<file path="src/rtl/stream_cfg_cache.sv">
module stream_cfg_cache #(
  parameter int SID_W   = 4,
  parameter int CFG_W   = 32,
  parameter int ENTRIES = 8,
  parameter int CNT_W   = 16,
  parameter int RNG_W   = 3
) (
  input  logic             clk,
  input  logic             rst,
  input  logic             lk_valid,
  output logic             lk_ready,
  input  logic [SID_W-1:0] lk_sid,
  output logic             rsp_valid,
  output logic             rsp_ok,
  output logic             rsp_hit,
  output logic [CFG_W-1:0] rsp_cfg,
  output logic             dec_req,
  output logic [SID_W-1:0] dec_sid,
  input  logic             dec_done,
  input  logic             dec_ok,
  input  logic [CFG_W-1:0] dec_cfg,
  input  logic             cmd_valid,
  output logic             cmd_ready,
  input  logic [2:0]       cmd_op,
  input  logic [SID_W-1:0] cmd_sid,
  input  logic [RNG_W-1:0] cmd_range,
  input  logic             cmd_secure,
  output logic             cmd_done,
  output logic [1:0]       cmd_err,
  input  logic [SID_W-1:0] cnt_sel,
  output logic [CNT_W-1:0] cnt_hits,
  output logic [CNT_W-1:0] cnt_misses
);
  localparam int IDX_W  = (ENTRIES > 1) ? $clog2(ENTRIES) : 1;
  localparam int NSTR   = 1 << SID_W;
  localparam int SPAN_W = SID_W + (1 << RNG_W) + 2;

  localparam logic [2:0] OP_INV_STR = 3'd2;
  localparam logic [2:0] OP_INV_RNG = 3'd3;
  localparam logic [2:0] OP_INV_CTX = 3'd4;
  localparam logic [2:0] OP_INV_ALL = 3'd5;

  logic [ENTRIES-1:0] vld;
  logic [SID_W-1:0]   tag [ENTRIES];
  logic [CFG_W-1:0]   cfg [ENTRIES];
  logic [IDX_W-1:0]   rr;
  logic               waiting, drop;
  logic [SID_W-1:0]   pend_sid;
  logic [CNT_W-1:0]   hit_cnt  [NSTR];
  logic [CNT_W-1:0]   miss_cnt [NSTR];

  logic               inv_cmd, inv_go, inv_rng;
  logic [SPAN_W-1:0]  rng_lo, rng_hi;
  logic               hit_any, free_any;
  logic [IDX_W-1:0]   hit_idx, free_idx, victim;
  logic               lk_go, lk_kill, lk_hit, pend_kill, dec_fin, fill;

  function automatic logic covers(input logic [SID_W-1:0] t, input logic go,
                                  input logic rng, input logic [SID_W-1:0] s,
                                  input logic [SPAN_W-1:0] lo,
                                  input logic [SPAN_W-1:0] hi);
    logic [SPAN_W-1:0] te;
    te = SPAN_W'(t);
    return go && (rng ? (te >= lo && te <= hi) : (t == s));
  endfunction

  assign inv_cmd = cmd_valid && (cmd_op == OP_INV_STR || cmd_op == OP_INV_RNG ||
                                 cmd_op == OP_INV_CTX || cmd_op == OP_INV_ALL);
  assign inv_go  = inv_cmd && !cmd_secure;
  assign inv_rng = cmd_op == OP_INV_RNG;
  assign rng_lo  = SPAN_W'(cmd_sid);
  assign rng_hi  = rng_lo + (SPAN_W'(1) << ({1'b0, cmd_range} + {{RNG_W{1'b0}}, 1'b1}))
                   - SPAN_W'(1);

  assign lk_ready  = !waiting;
  assign cmd_ready = 1'b1;
  assign dec_req   = waiting;
  assign dec_sid   = pend_sid;
  assign cnt_hits   = hit_cnt[cnt_sel];
  assign cnt_misses = miss_cnt[cnt_sel];

  always_comb begin
    hit_any  = 1'b0;
    hit_idx  = '0;
    free_any = 1'b0;
    free_idx = '0;
    for (int i = 0; i < ENTRIES; i++)
      if (vld[i] && tag[i] == lk_sid) begin
        hit_any = 1'b1;
        hit_idx = IDX_W'(i);
      end
    for (int i = ENTRIES - 1; i >= 0; i--)
      if (!vld[i]) begin
        free_any = 1'b1;
        free_idx = IDX_W'(i);
      end
  end

  assign victim    = free_any ? free_idx : rr;
  assign lk_go     = lk_valid && !waiting;
  assign lk_kill   = covers(lk_sid, inv_go, inv_rng, cmd_sid, rng_lo, rng_hi);
  assign lk_hit    = hit_any && !lk_kill;
  assign pend_kill = covers(pend_sid, inv_go, inv_rng, cmd_sid, rng_lo, rng_hi);
  assign dec_fin   = waiting && dec_done;
  assign fill      = dec_fin && dec_ok && !drop && !pend_kill;

  always_ff @(posedge clk) begin
    if (rst) begin
      vld       <= '0;
      rr        <= '0;
      waiting   <= 1'b0;
      drop      <= 1'b0;
      pend_sid  <= '0;
      rsp_valid <= 1'b0;
      rsp_ok    <= 1'b0;
      rsp_hit   <= 1'b0;
      rsp_cfg   <= '0;
      cmd_done  <= 1'b0;
      cmd_err   <= 2'd0;
      for (int i = 0; i < ENTRIES; i++) begin
        tag[i] <= '0;
        cfg[i] <= '0;
      end
      for (int s = 0; s < NSTR; s++) begin
        hit_cnt[s]  <= '0;
        miss_cnt[s] <= '0;
      end
    end else begin
      rsp_valid <= 1'b0;
      cmd_done  <= cmd_valid;
      cmd_err   <= (inv_cmd && cmd_secure) ? 2'd1 : 2'd0;

      for (int i = 0; i < ENTRIES; i++)
        if (vld[i] && covers(tag[i], inv_go, inv_rng, cmd_sid, rng_lo, rng_hi))
          vld[i] <= 1'b0;

      if (fill) begin
        vld[victim] <= 1'b1;
        tag[victim] <= pend_sid;
        cfg[victim] <= dec_cfg;
        if (!free_any)
          rr <= (rr == IDX_W'(ENTRIES - 1)) ? '0 : rr + IDX_W'(1);
      end

      if (lk_go) begin
        if (lk_hit) begin
          rsp_valid        <= 1'b1;
          rsp_ok           <= 1'b1;
          rsp_hit          <= 1'b1;
          rsp_cfg          <= cfg[hit_idx];
          hit_cnt[lk_sid]  <= hit_cnt[lk_sid] + CNT_W'(1);
        end else begin
          miss_cnt[lk_sid] <= miss_cnt[lk_sid] + CNT_W'(1);
          waiting          <= 1'b1;
          drop             <= 1'b0;
          pend_sid         <= lk_sid;
        end
      end

      if (waiting && !dec_done && pend_kill)
        drop <= 1'b1;

      if (dec_fin) begin
        waiting   <= 1'b0;
        rsp_valid <= 1'b1;
        rsp_ok    <= dec_ok;
        rsp_hit   <= 1'b0;
        rsp_cfg   <= dec_ok ? dec_cfg : '0;
      end
    end
  end
endmodule

</file>
<file path="config.mk">
export PLATFORM = sky130hd
export DESIGN_NAME = stream_cfg_cache
export DESIGN_NICKNAME = d
export VERILOG_FILES = /design/src/rtl/stream_cfg_cache.sv
export SDC_FILE = /design/constraint.sdc
export NUM_CORES = 2
export LEC_CHECK = 0
export ABC_AREA = 1
export BUFFER_PORTS_ARGS = -buffer_cell sky130_fd_sc_hd__buf_2
export CAP_MARGIN = 20
export CORE_ASPECT_RATIO = 0.75
export CORE_MARGIN = 1.5
export CORE_UTILIZATION = 57
export DETAILED_ROUTE_END_ITERATION = 16
export GPL_ROUTABILITY_DRIVEN = 0
export HOLD_SLACK_MARGIN = 0.08
export PLACE_DENSITY = 0.8
export SLEW_MARGIN = 15
export SYNTH_ARGS = -nofsm -noshare
export SYNTH_HDL_FRONTEND = slang
export SYNTH_SLANG_ARGS = --single-unit
export TNS_END_PERCENT = 1
</file>
<file path="constraint.sdc">
create_clock -name clk -period 7.4 [get_ports clk]
set_input_delay 1.11 -clock clk [delete_from_list [all_inputs] [get_ports clk]]
set_output_delay 1.11 -clock clk [all_outputs]
set_load 0.03 [all_outputs]
</file>
-- Word-level counts from Yosys, hierarchy flattened
Memory sizes are Yosys's and may differ from the RTL's.
Cells that the tools add are included.
- shift-type cells: 1
- reduce and logical (&&, ||, !) cells: 70
- divide/modulo/power cells: 0
- muxes and demuxes: 99
- bitwise logic cells: 3
- add/subtract/negate cells: 6
- multiply operators: 0
- magnitude comparators: 22
- eq/ne operators: 24
- operator list (operator ; count):
    $mux 32 ; 5
    $le 4x14->1 ; 10
    $eq 4x4->1 ; 18
    $mux 1 ; 69
    $mux 3 ; 18
    $logic_and 1x1->1 ; 48
    $ge 4x4->1 ; 10
    $add 16x1->16 const B ; 2
    $mux 16 ; 2
    $reduce_or 16->1 ; 2
    $reduce_or 32->1 ; 1
    $add 4x14->14 ; 1
    $shl 1x4->14 const A ; 1
    $sub 14x1->14 const B ; 1
    $mux 4 ; 3
    $reduce_and 2->1 ; 5
    $eq 3x3->1 const B ; 3
    $mux 8 ; 1
    $or 8x8->8 ; 1
    $eq 3x2->1 const B ; 2
    $logic_not 1->1 ; 6
    $reduce_bool 2->1 ; 3
    $add 3x1->4 const B ; 1
    $lt 3x4->1 const B ; 1
    other kinds (8) ; 11
- logic and storage cells: 240
- bits in registers: 55
- latch bits: 0
- input bits: 57
- output and inout port bits: 77
- memory bits (writable): 800
- memories kept: 4
- memory bits (read-only): 0
- memories (name ; depth ; width ; read ports ; clocked after Yosys merged registers in ; wr ports ; RTL line ; RTL):
    cfg ; 8 ; 32 ; 1 ; 0 ; 8 ; 45 ; logic [CFG_W-1:0] cfg [ENTRIES];
    hit_cnt ; 16 ; 16 ; 2 ; 0 ; 16 ; 49 ; logic [CNT_W-1:0] hit_cnt [NSTR];
    miss_cnt ; 16 ; 16 ; 2 ; 0 ; 16 ; 50 ; logic [CNT_W-1:0] miss_cnt [NSTR];
    tag ; 8 ; 4 ; 8 ; 0 ; 8 ; 44 ; logic [SID_W-1:0] tag [ENTRIES];

-- Depth between registers and ports, before layout
An unclocked memory read counts as a cell.
- depth in word-level cells: 18
- mapped depth: 28
- gate-level depth less buffers: 25

-- Worst setup path before layout
Ideal clock, no wire load.
- path type: input to register
- start point: input cmd_range[0]
- end point: memory cfg[1][0], enable pin
- cell stages on the path: 18
- setup slack: 0.282 ns
- arrival time: 6.638 ns
- buffers on the path: 2
- setup time: 0.479 ns
- required time: 6.921 ns
- cell sequence: buf_4 nor2_4 nand2_1 ha_1 inv_1 ha_1 inv_1 fa_1 xor2_1 ha_1 nand4_1 o21ai_1 o21ai_2 nand2_2 nor2_4 nand2_2 clkbuf_1 o21ai_0
- RTL lines (what ; RTL line ; RTL):
    start: declaration ; 26 ; input logic [RNG_W-1:0] cmd_range,
    end: declaration ; 45 ;

==> impl_metrics.toml <==
[sta]
slew-limit-headroom = 0.2768
grt_setup_unrepaired = "false"
finClkSkew_ns = 0.03342
fmax_mhz = 175.8
finalSetupTns_ns = 0
worst_pin_slew_ns = 1.084
finalHoldViolations = 0
finalCritPeriodShare = 0.7686
setup_slack_ns = 1.713
period_needed_ns = 5.687
setup_viol = 0
slew_violations = 0

[clock_network]
insertion_delay_ns = 0.67
cts_resized = 0
ctsHoldBuffers = 0
clk_path_buf_depth = 3
cts_buffers = 83
cts_setup_buffers = 0
htree_levels = 3
cts_tree = "yes"
cts.sink_count = 854
path_clk_slew_ns = 0.07
root_buffer = "clkbuf_16"

[global_route]
antenna_found_initial = 1
grt_first_pass_wirelength_mm = 218.2
first_global_vias = 37092
grt.total_usage = 0.3379
grt_max_degree = 165
overflow = 0

[worst_setup_path]
start_kind = "primary input"
slowest_stage = "fa_1"
worstSetupPathType = "primary input to flip-flop"
path_max_fanout = 17
arrival_ns = 5.98
crit_family = "simple AND/OR/NAND/NOR gates"
end_kind = "flip-flop"
path_buf_inv = 5
critPathMaxStageDelay_ns = 0.78
cp.required_ns = 7.69
cp_cell_sequence = "buf_2, inv_1, ha_1, inv_1, ha_1, inv_1, fa_1, ha_1, nand2_1, nor3b_1, a211oi_1, a21oi_2, nand2_1, inv_2, nand3_2, nand2_2, nand2_2, nand2_2, nor2_8, nand3_2, nand2_1"

[synth]
synth.cell_area_mm2 = 0.04697
synth_common_cells = "1,036 x nor2_1, 800 x edfxtp_1, 750 x nand2_1"
yosys_warnings = 0
synth_edf_count = 800
ys_seq_area_frac = 0.5345
yosysTopAreaCell = "edfxtp_1"
yosysMostFrequentCell = "nor2_1"
ys_types = 56
async_reset_ff_frac = 0
ys_ff_latch = 854
netlist.area_leader.share = 0.5115
synthCells = 5126
synth_top_flop_cell = "edfxtp_1"
avgSynthCellArea_um2 = 9.163
synth_area_leaders = "edfxtp_1 51%, nor2_1 8.3%, nand2_1 6.0%, a22oi_1 4.1%, o21ai_0 3.9%"

[worst_hold_path]
holdCritPathClass = "flip-flop to flip-flop"

[routing]
wl_per_cell_um = 23.33
drt_iter0_markers = 6537
drtAntennaViolNets = 0
routed_wl_mm = 144.3
viasPerCell = 6.435
drt_first_pass_iters = 7
post-route-drc-count = 0
via_count = 39814

[placement]
pre_cts_ws_ns = 1.108
io_buffers = 131
dp_hpwl_mm = 90.45

[floorplanning]
boundaryPins = 134
initial_core_util = 0.5801
die_w_um = 334.5
die_area_mm2 = 0.08415
die_h_um = 251.6
rows = 90
core_area_mm2 = 0.08097

[cells_and_area]
nets = 5216
drive_above_1_share = 0.1254
syn_to_final_growth_pct = 8.421
n_antenna_cell = 0

[job]
cap_violations = 0

[power_and_ir_drop]
power.leakage_nw = 20.02
ir_drop_mv = 0.1744
power_density_mw_per_mm2 = 227.6

[outcome]
status = "completed"
==> cell usage in the layout, fill, tap and decap left out, drive strengths merged, types with 10 or more instances in the layout <==
cell    Yosys  layout
nor3      157     157
buf       190     219
or2        26      26
nand2     765     765
clkbuf    188     104
o221ai     63      63
inv       375     375
nor2     1110    1110
dfxtp      54      54
o22ai      69      69
xor2       29      29
o211ai     10      10
xnor2      13      13
ha         98      98
bufinv      0      11
conb        2      10
edfxtp    800     800
clkinv      4      40
nand4      49      49
a22oi     256     256
nand3     342     342
nand3b     58      58
a21oi      78      78
o21ai     371     371
==> tightest hold or removal path, delay by kind of cell (launching register included) <==
family	cells	cell delay, ns
DFF	1	0.31
AOI/OAI and AO/OA	1	0.06
buffers and inverters	1	0.05
==> per-layer routing <==
metal | vias to the layer above | share of wire | global-route usage | wire [um]
met1 | 18566 | 0.38 | 0.4735 | 54150
met4 | 0 | 0.052 | 0.1574 | 7567
met5 | - | 0 | 0 | 0
li1 | 17518 | - | - | -
met3 | 550 | 0.14 | 0.07325 | 20370
met2 | 3180 | 0.43 | 0.5036 | 62250
==> area by class of cell <==
class,count,area (um^2)
Clock buffer,104,2248
Clock inverter,50,624.3
Fill cell,6406,30040
Inverter,379,1438
Multi-Input combinational cell,3523,18730
Sequential cell,854,25100
Tap cell,1058,1324
Timing Repair Buffer,219,1459
==> registers in the layout, summed over array words and instances, names as in the netlist <==
name,count
rsp_valid,1
rsp_hit,1
rsp_cfg,32
vld,8
rsp_ok,1
cmd_done,1
dec_sid,4
tag,32
cmd_err,1
dec_req,1
miss_cnt,256
hit_cnt,256
cfg,256
drop,1
rr,3
==> metrics by stage <==
stage	power (mW)	utilization	instances	area, um^2	hold WS [ns]
floorplan	6.572	-	5134	47000	0.4413
global placement	7.042	0.5922	6028	47950	0.4418
detailed placement	7.087	0.5931	6032	48020	0.4449
CTS	11.53	0.6285	6186	50890	0.4551
global route	11.86	0.6289	6187	50920	0.4826
finish	11.59	0.6289	6187	50920	0.4578
==> worst paths after layout <==
kind / from / end / slack [ns] / depth (start not counted)
worst max-delay path: cmd_sid[1] / miss_cnt[0][13] / 1.71 / 21
worst min-delay path: rsp_hit / rsp_hit / 0.46 / 2
worst max register to register: dec_sid[0] / tag[3][2] / 3.18 / 14
worst min register to register: rsp_hit / rsp_hit / 0.46 / 2
==> cells by family after synthesis <==
| family | Yosys count | synth area share |
|---|---|---|
| AO/OA/AOI/OAI | 861 | 0.1141 |
| XOR/XNOR | 42 | 0.008791 |
| adder cells (fa/ha/maj) | 99 | 0.02653 |
| buffers and inverters | 757 | 0.07233 |
| flip-flops | 854 | 0.5345 |
| other | 2 | 0.0001599 |
| AND/OR/NAND/NOR | 2511 | 0.2436 |
==> power breakdown <==
part	total [mW]	internal [mW]	switching, mW
logic	1.48	0.377	1.11
clock network	4.54	2.57	1.97
registers	5.57	5.46	0.115
Power figures use the tool's default switching activity.
